## src/rtl/amp_pkg.sv

```systemverilog
package amp_pkg;

    typedef enum logic [2:0] {
        CC_NONE  = 3'd0,
        CC_DIGIT = 3'd1,
        CC_SEP   = 3'd2,
        CC_NL    = 3'd3,
        CC_IGN   = 3'd4,
        CC_EOF   = 3'd5,
        CC_BAD   = 3'd6
    } char_class_e;

    localparam logic [7:0] CH_ZERO  = 8'h30;
    localparam logic [7:0] CH_NINE  = 8'h39;
    localparam logic [7:0] CH_SPACE = 8'h20;
    localparam logic [7:0] CH_COMMA = 8'h2C;
    localparam logic [7:0] CH_LF    = 8'h0A;
    localparam logic [7:0] CH_CR    = 8'h0D;
    localparam logic [7:0] CH_EOT   = 8'h04;

    function automatic char_class_e classify(input logic [7:0] ch);
        if (ch >= CH_ZERO && ch <= CH_NINE)       return CC_DIGIT;
        else if (ch == CH_SPACE || ch == CH_COMMA) return CC_SEP;
        else if (ch == CH_LF)                      return CC_NL;
        else if (ch == CH_CR)                      return CC_IGN;
        else if (ch == CH_EOT)                     return CC_EOF;
        else                                       return CC_BAD;
    endfunction

endpackage

```

## src/rtl/amp_classify.sv

```systemverilog
module amp_classify
    import amp_pkg::*;
(
    input  logic [7:0]  ch,
    output char_class_e cls,
    output logic [3:0]  digit
);
    logic [7:0] offset;

    always_comb begin
        cls    = classify(ch);
        offset = ch - CH_ZERO;
        digit  = (cls == CC_DIGIT) ? offset[3:0] : 4'd0;
    end
endmodule

```

## src/rtl/amp_accum.sv

```systemverilog
module amp_accum #(
    parameter int VAL_W = 16
) (
    input  logic             clk,
    input  logic             rst,
    input  logic             dig_en,
    input  logic [3:0]       digit,
    input  logic             clr,
    output logic [VAL_W-1:0] acc,
    output logic             have
);
    localparam int W = VAL_W + 4;
    localparam logic [W-1:0] TEN  = W'(10);
    localparam logic [W-1:0] VMAX = {4'b0, {VAL_W{1'b1}}};

    logic [W-1:0]     wide;
    logic [VAL_W-1:0] next_val;

    always_comb begin
        wide     = {4'b0, acc} * TEN + {{VAL_W{1'b0}}, digit};
        next_val = (wide > VMAX) ? {VAL_W{1'b1}} : wide[VAL_W-1:0];
    end

    always_ff @(posedge clk) begin
        if (rst) begin
            acc  <= '0;
            have <= 1'b0;
        end else if (clr) begin
            acc  <= '0;
            have <= 1'b0;
        end else if (dig_en) begin
            acc  <= next_val;
            have <= 1'b1;
        end
    end

    // a new digit never makes the running value smaller (saturation, no wrap)
    a_r3_no_wrap: assert property (@(posedge clk) disable iff (rst)
        $past(dig_en) && !$past(clr) && !$past(rst) |-> acc >= $past(acc));
endmodule

```

## src/rtl/amp_shape.sv

```systemverilog
module amp_shape
    import amp_pkg::*;
#(
    parameter int VAL_W  = 16,
    parameter int ADDR_W = 10,
    parameter int DIM_W  = 8
) (
    input  logic              clk,
    input  logic              rst,
    input  char_class_e       ev,
    input  logic [VAL_W-1:0]  acc,
    input  logic              have,
    output logic              we_q,
    output logic [ADDR_W-1:0] addr_q,
    output logic [VAL_W-1:0]  wdata_q,
    output logic [DIM_W-1:0]  cols_q,
    output logic [DIM_W-1:0]  rows_q,
    output logic              done_q,
    output logic              err_q
);
    localparam logic [DIM_W-1:0] DIM_ONE  = DIM_W'(1);
    localparam logic [ADDR_W-1:0] ADR_ONE = ADDR_W'(1);

    logic [ADDR_W-1:0] wr_ptr;
    logic [DIM_W-1:0]  in_row;
    logic [DIM_W-1:0]  entries;
    logic              closing;

    always_comb begin
        entries = in_row + (have ? DIM_ONE : '0);
        closing = (ev == CC_NL) || (ev == CC_EOF);
    end

    always_ff @(posedge clk) begin
        if (rst) begin
            wr_ptr  <= '0;
            in_row  <= '0;
            we_q    <= 1'b0;
            addr_q  <= '0;
            wdata_q <= '0;
            cols_q  <= '0;
            rows_q  <= '0;
            done_q  <= 1'b0;
            err_q   <= 1'b0;
        end else begin
            we_q <= 1'b0;
            if ((ev == CC_SEP || closing) && have) begin
                we_q    <= 1'b1;
                addr_q  <= wr_ptr;
                wdata_q <= acc;
                wr_ptr  <= wr_ptr + ADR_ONE;
            end
            if (ev == CC_SEP && have) begin
                in_row <= entries;
            end
            if (closing) begin
                in_row <= '0;
                if (entries != '0) begin
                    rows_q <= rows_q + DIM_ONE;
                    if (cols_q == '0) begin
                        cols_q <= entries;
                    end else if (entries != cols_q) begin
                        err_q <= 1'b1;
                    end
                end
            end
            if (ev == CC_EOF) begin
                done_q <= 1'b1;
            end
            if (ev == CC_BAD) begin
                err_q <= 1'b1;
            end
        end
    end

    // done holds until reset
    a_r10_done_sticky: assert property (@(posedge clk) disable iff (rst)
        done_q |=> done_q);
    // no write once done has been seen for a full cycle
    a_r10_quiet_after_done: assert property (@(posedge clk) disable iff (rst)
        done_q && $past(done_q) |-> !we_q);
    // error is sticky
    a_r7_err_sticky: assert property (@(posedge clk) disable iff (rst)
        err_q |=> err_q);
    // back-to-back writes use consecutive addresses
    a_r4_addr_step: assert property (@(posedge clk) disable iff (rst)
        we_q |=> (!we_q || addr_q == $past(addr_q) + ADR_ONE));
    // once latched, the column count never changes
    a_r5_cols_hold: assert property (@(posedge clk) disable iff (rst)
        cols_q != '0 |=> cols_q == $past(cols_q));
    // the row count only grows, and by at most one per cycle
    a_r5_rows_step: assert property (@(posedge clk) disable iff (rst)
        !$past(rst) |-> (rows_q == $past(rows_q) || rows_q == $past(rows_q) + DIM_ONE));
endmodule

```

## src/rtl/ascii_matrix_parser.sv

```systemverilog
module ascii_matrix_parser
    import amp_pkg::*;
#(
    parameter int VAL_W  = 16,
    parameter int ADDR_W = 10,
    parameter int DIM_W  = 8
) (
    input  logic              clk,
    input  logic              rst,
    input  logic              in_valid,
    input  logic [7:0]        in_byte,
    input  logic              in_eos,
    output logic              mem_we,
    output logic [ADDR_W-1:0] mem_addr,
    output logic [VAL_W-1:0]  mem_wdata,
    output logic [DIM_W-1:0]  col_count,
    output logic [DIM_W-1:0]  row_count,
    output logic              done,
    output logic              error
);
    char_class_e      byte_cls;
    char_class_e      ev;
    logic [3:0]       digit;
    logic [VAL_W-1:0] acc;
    logic             have;
    logic             acc_clr;

    amp_classify u_cls (
        .ch    (in_byte),
        .cls   (byte_cls),
        .digit (digit)
    );

    always_comb begin
        if (done)          ev = CC_NONE;
        else if (in_eos)   ev = CC_EOF;
        else if (in_valid) ev = byte_cls;
        else               ev = CC_NONE;
        acc_clr = (ev == CC_SEP) || (ev == CC_NL) || (ev == CC_EOF);
    end

    amp_accum #(.VAL_W(VAL_W)) u_acc (
        .clk    (clk),
        .rst    (rst),
        .dig_en (ev == CC_DIGIT),
        .digit  (digit),
        .clr    (acc_clr),
        .acc    (acc),
        .have   (have)
    );

    amp_shape #(.VAL_W(VAL_W), .ADDR_W(ADDR_W), .DIM_W(DIM_W)) u_shape (
        .clk     (clk),
        .rst     (rst),
        .ev      (ev),
        .acc     (acc),
        .have    (have),
        .we_q    (mem_we),
        .addr_q  (mem_addr),
        .wdata_q (mem_wdata),
        .cols_q  (col_count),
        .rows_q  (row_count),
        .done_q  (done),
        .err_q   (error)
    );

    // in_eos while running raises done on the next edge
    a_r9_eos_done: assert property (@(posedge clk) disable iff (rst)
        in_eos |=> done);
endmodule

```

## config.mk

```make
export PLATFORM = sky130hd
export DESIGN_NAME = ascii_matrix_parser
export DESIGN_NICKNAME = d
export VERILOG_FILES = /design/src/rtl/amp_pkg.sv /design/src/rtl/amp_classify.sv /design/src/rtl/amp_accum.sv /design/src/rtl/amp_shape.sv /design/src/rtl/ascii_matrix_parser.sv
export SDC_FILE = /design/constraint.sdc
export NUM_CORES = 1
export LEC_CHECK = 0
export ABC_AREA = 0
export CAP_MARGIN = 20
export CORE_ASPECT_RATIO = 1.1
export CORE_MARGIN = 2
export CORE_UTILIZATION = 40
export CTS_CLUSTER_DIAMETER = 40
export DETAILED_ROUTE_END_ITERATION = 8
export GPL_TIMING_DRIVEN = 0
export HOLD_SLACK_MARGIN = 0.02
export PLACE_DENSITY = 0.66
export RECOVER_POWER = 100
export SLEW_MARGIN = 10
export SYNTH_ARGS = -nofsm -noshare
export SYNTH_HDL_FRONTEND = slang
export SYNTH_SLANG_ARGS = --single-unit
```

## constraint.sdc

```tcl
create_clock -name clk -period 3.77 [get_ports clk]
set_clock_uncertainty 0.05 [all_clocks]
set_input_delay 0.754 -clock clk [delete_from_list [all_inputs] [get_ports clk]]
set_output_delay 0.754 -clock clk [all_outputs]
set_load 0.01 [all_outputs]
```

Yosys cells after proc, flatten, opt, wreduce, memory -nomap -nowiden
Index checks and enable logic that the tools add are counted.
Cells by class
  muxes and demuxes: 17
  $mul: 1
  equality and inequality tests: 13
  $lt $le $gt $ge: 3
  bitwise logic cells: 0
  reduce and logical (&&, ||, !) cells: 18
  divide/modulo/power cells: 0
  $add $sub $neg: 5
  shift operators: 0
Operators with widths (count)
  two-way mux 3 bit: 7
  adder 20 x 4 -> 20 bit: 1
  > comparator 20 x 16 -> 1 bit (second input constant): 1
  multiplier 16 x 3 -> 19 bit (second input constant): 1
  == test 8 x 4 -> 1 bit (second input constant): 2
  == test 8 x 6 -> 1 bit (second input constant): 2
  two-way mux 16 bit: 1
  adder 10 x 1 -> 10 bit (second input constant): 1
  adder 8 x 1 -> 8 bit (second input constant): 1
  adder 8 bit: 1
  == test 8 x 3 -> 1 bit (second input constant): 1
  >= comparator 8 x 6 -> 1 bit (second input constant): 1
  less-or-equal comparator 8 x 6 -> 1 bit (second input constant): 1
  logical NOT 8 bit: 1
  inequality test 8 bit: 1
  nonzero test 8 bit: 1
  two-way mux 1 bit: 7
  == test 3 x 1 -> 1 bit (second input constant): 2
  == test 3 x 2 -> 1 bit (second input constant): 2
  == test 3 bit (second input constant): 2
  nonzero test 2 bit: 3
  logical OR 1 bit: 5
  two-way mux 4 bit: 1
  AND reduction 4 bit: 1
  7 further kinds: 10
Word-level totals
  word-level logic and storage cells: 68
  output and inout port bits: 45
  input port bits: 12
  register bits: 80
  latch bits: 0
  memories kept: 0
  bits in writable memories: 0
  memory bits (read-only): 0

Longest topological paths before layout
  depth in word-level cells: 14
  mapped depth: 13
  gate-level depth less buffers: 12

By module
A second synthesis with hierarchy kept.
Unflattened totals
  cell total of the unflattened synthesis: 599
  area total of the unflattened synthesis: 5002.3 µm²
Modules (own cells, without submodules)
  amp_shape: area each 2788.9 µm², instances 1, cells each 331, seq. area each 1261.2 µm²
  amp_accum: area each 1960.6 µm², instances 1, cells each 230, seq. area each 340.3 µm²
  amp_classify: area each 173.9 µm², instances 1, cells each 25, seq. area each 0.0 µm²
  ascii_matrix_parser: area each 78.8 µm², instances 1, cells each 13, seq. area each 0.0 µm²

Least setup slack after synthesis
OpenSTA, ideal clock, no wires.
  kind: input -> register
  start point: input in_byte[3]
  end point: register u_acc.acc[15]
  data arrival time: 3.522 ns
  buffers on the path: 2
  slack: 0.071 ns
  library setup time: 0.127 ns
  cell stages on the path: 12
  required time: 3.593 ns
  cells stage by stage: buf_2 > o21ai_0 > and4_1 > and2_1 > ha_1 > a21oi_1 > nor4b_1 > nand3b_1 > a2111oi_4 > mux2i_2 > buf_6 > a31oi_2
Between the ends
  word-level cells in the longest chain between the ends: 13
  elaborated cells on any way between the ends: 30
  those cells by class: add/sub (2); order compare (3); eq/ne (10); mux (10); reduce/logical (5)
Ends and longest elaborated chain
  start, declared: line ascii_matrix_parser.sv:11  | input logic [7:0] in_byte,
  parallel branches: the longest is 13 deep, another holds adder 20 x 4 -> 20 bit
  end signal, assigned: line amp_accum.sv:32  | acc <= next_val;
  end, declared: line amp_accum.sv:9  | output logic [VAL_W-1:0] acc,
Several ways; the timed one is not identified.
A chain may end at the register's enable or synchronous reset.

Final worst setup path
  start point: input in_byte[2]
  end point: register u_acc.acc[8]
The elaborated chain is that of the path after synthesis.

==> results.rst <==
.. list-table::
   :header-rows: 1

   * - Metric
     - Value
   * - Launching point of the worst reg2reg path
     - u_acc.acc[1]
   * - Yosys reg bits
     - 80
   * - Top library cells by usage in the layout, fill and taps aside
     - sky130_fd_sc_hd__nand2_1, sky130_fd_sc_hd__dfxtp_1, sky130_fd_sc_hd__nor2_1
   * - Clock buffer count from CTS
     - 9
   * - First-pass GRT wire length
     - ~20,000 microns
   * - Final core utilization
     - 0.5018
   * - Worst setup slack after layout
     - about 180 ps
   * - Post-Syn Nets
     - between 600 and 700
   * - HPWL reported at the end of detailed placement
     - 8982 microns
   * - Pin count of the biggest net entering global routing
     - 13
   * - Origin of the worst setup path
     - in_byte[2]
   * - Critical path fanouts, max
     - 10
   * - Yosys warnings
     - 0
   * - Number of antenna violations at the first check in global routing
     - 0
   * - Worst Path Class, Setup
     - primary input to register
   * - Root Buffer
     - sky130_fd_sc_hd__clkbuf_16
   * - Final weighted congestion in routability-driven placement
     - 0.8238
   * - DR DRC count
     - 0
   * - Remaining Overflow, GRT
     - 0
   * - Height of the chip
     - 120.5 microns
   * - Max capacitance violation total
     - 0
   * - Post-route clock period utilization
     - 0.9534
   * - EDFF count, synth
     - 0
   * - N_diodes
     - 0
   * - Total iterations of the first detailed-routing run
     - 4
   * - Average footprint of a synthesized cell
     - between 8 and 9 sq um
   * - Clock H-tree levels
     - 3
   * - Area overhead of the layout relative to synthesis
     - 22.46%
   * - Count of boundary I/O pins
     - 57
   * - Clock latency on the worst-skew pair
     - 340 ps
   * - Overall power
     - 1.881 mW
   * - Most frequent standard cell in the layout excluding fill and tap cells
     - sky130_fd_sc_hd__nand2_1
   * - Rel. slew slack
     - 0.3493
   * - Final layout net count
     - 701
   * - Total die area
     - 13,230 sq um
   * - Register clock-pin slew on the reported worst setup and hold paths
     - 60 ps
   * - Critical path endpoint category
     - register
   * - Global-route total usage across every layer
     - 0.1856
   * - Clk sinks
     - 80
   * - Cell area after placement
     - 5674 sq um
   * - Critical path data arrival time
     - 3760 ps
   * - # port buffers
     - 55
   * - Number of instances in the synthesized netlist
     - 583
   * - Status
     - finished clean
   * - Start point of the worst min-delay path
     - u_shape.addr_q[7]
   * - Type of the most critical hold path
     - register to register
   * - Number of design-rule violations left by the first detailed-router iteration
     - 205
   * - Std cell rows
     - 42
   * - Final-layout setup total negative slack
     - 0 ps
   * - DIE WIDTH
     - 109.9 microns
   * - Fillers
     - around 1.1k
   * - Number of global-route vias before repair
     - 4,299
   * - Peak ir drop on the vdd network
     - approximately 0.00035 V
   * - Starting Density
     - 0.4098
   * - Clock Tree Buf Depth
     - 2
   * - Async S/R FF share, synth
     - 0
   * - Main synth FF type
     - sky130_fd_sc_hd__dfxtp_1
   * - Antenna viol nets, final
     - 0
   * - Combined area of all synthesized cells
     - 4931 sq um
   * - Clock tree from TritonCTS
     - built
   * - Highest clock rate
     - about 0.28 GHz
   * - Detailed-route wire length
     - 11,660 microns
   * - Crit start category
     - primary input
   * - Shortest clock period the worst path allows after layout
     - 3594 ps
   * - Required time of the worst setup path
     - 3940 ps
   * - Slew at the pin with the worst max-slew slack
     - around 970 ps
   * - RSZ-0062 raised after global routing
     - no
   * - Leakage power total
     - 2.443 nW
   * - Placeable core region
     - 12,030 sq um
   * - Pre-CTS worst setup slack
     - -856.1 ps
   * - Layout cell share with drive strength beyond 1
     - 0.09741
   * - Total power per unit cell area
     - approximately 310 nW/um^2
   * - Final hold violations
     - 0
   * - Vias after detailed routing
     - around 4.4k
   * - Max-slew violation count
     - 0
   * - Post-layout instance area
     - roughly 6000 sq um
   * - Count of unique library cells instantiated by Yosys
     - 75
   * - Vias/cell
     - 5.403
   * - WL/cell
     - 14.38 microns
   * - Count of endpoints failing setup in the final report
     - 0
   * - Sequential fraction of the synthesis area
     - 0.3248
==> worst paths after layout <==
kind / cells after the start / to / slack (ps)
setup reg to reg: 13 / u_acc.acc[8] / 210
hold reg to reg: 2 / u_shape.addr_q[7] / 400
setup / recovery: 12 / u_acc.acc[8] / 180
hold / removal: 2 / u_shape.addr_q[7] / 400
==> through the flow <==
step | hold WS, ps | cells
2_1_floorplan | 394.3 | 583
3_3_place_gp | 397.1 | 792
3_5_place_dp | 401.1 | 792
4_1_cts | 408.9 | 810
5_1_grt | 427.2 | 811
6_report | 401.0 | 811
==> layout make-up <==
class / instances / area (sq um) / share of cell area
inverter: 15 / 56.30 / 0.009324
buffer: 25 / 121.4 / 0.02010
timing repair buffer: 58 / 573.1 / 0.09490
multi-input combinational: 463 / 3191 / 0.5284
tap: 154 / 192.7 / 0.03191
clock inverter: 2 / 37.54 / 0.006216
clock buffer: 14 / 264.0 / 0.04372
sequential: 80 / 1603 / 0.2654
==> synth_stat cells, drive strengths merged (7+ instances only) <==
cell | number | area [sq um]
nor2 | 52 | 195.2
inv | 15 | 56.30
xnor2 | 30 | 262.8
a21o | 7 | 55.06
buf | 12 | 76.32
xor2 | 28 | 245.2
nand3 | 11 | 55.05
and2 | 8 | 53.81
nor3 | 12 | 60.06
clkbuf | 13 | 48.80
a31oi | 21 | 193.9
and3 | 7 | 43.79
ha | 35 | 437.9
nand2 | 81 | 304.0
a21oi | 49 | 249.0
dfxtp | 80 | 1602
nand4 | 8 | 50.05
o21ai | 28 | 143.9
==> per-layer routing <==
layer	GRT usage	vias up	routed length [microns]	share of wire
met3	0.03235	9	312	0.027
met2	0.3252	58	5883	0.50
li1	-	2215	-	-
met4	0.05617	0	148	0.013
met1	0.2284	2100	5315	0.46
met5	0	-	0	0
==> flip-flops by register name, indices dropped and copies added, names as in the netlist <==
register         count
u_acc.acc           16
u_shape.wdata_q     16
u_shape.addr_q      10
u_shape.wr_ptr      10
u_shape.cols_q       8
u_shape.in_row       8
u_shape.rows_q       8
u_acc.have           1
u_shape.done_q       1
u_shape.err_q        1
u_shape.we_q         1
==> power by group <==
part           internal [mW]  switching, mW  leakage (nW)
combinational         0.0581         0.0872          1.65
clock                  0.549          0.325         0.143
sequential             0.852        0.00855         0.646
==> what timing repair did <==
action                                  CTS  global route
resized for setup                         3             7
endpoints found under the setup margin   16            16
setup buffers                             2             1
hold buffers                              0             0
pin swaps                                 1             2
endpoints found under the hold margin     0             0
==> logic make-up (layout without fill, tap and decap cells) <==
logic type	after synthesis	count (layout)	synth area share
AO/OA/AOI/OAI	141	141	0.2035
XOR/XNOR	58	58	0.1030
adder cells (fa/ha/maj)	37	37	0.09693
buffers and inverters	40	114	0.03679
flip-flops	80	80	0.3248
multiplexers	4	4	0.008881
AND/OR/NAND/NOR	223	223	0.2261
==> critical path: stages <==
cell,delay [ps]
sky130_fd_sc_hd__clkdlybuf4s50_1,580
sky130_fd_sc_hd__o21ai_1,100
sky130_fd_sc_hd__and4_1,240
sky130_fd_sc_hd__and2_1,170
sky130_fd_sc_hd__ha_1,320
sky130_fd_sc_hd__a21oi_1,140
sky130_fd_sc_hd__nor4b_2,320
sky130_fd_sc_hd__nand3b_1,200
sky130_fd_sc_hd__a2111oi_4,330
sky130_fd_sc_hd__mux2i_4,320
sky130_fd_sc_hd__buf_6,190
sky130_fd_sc_hd__a31oi_2,90
Power figures use the tool's default switching activity.
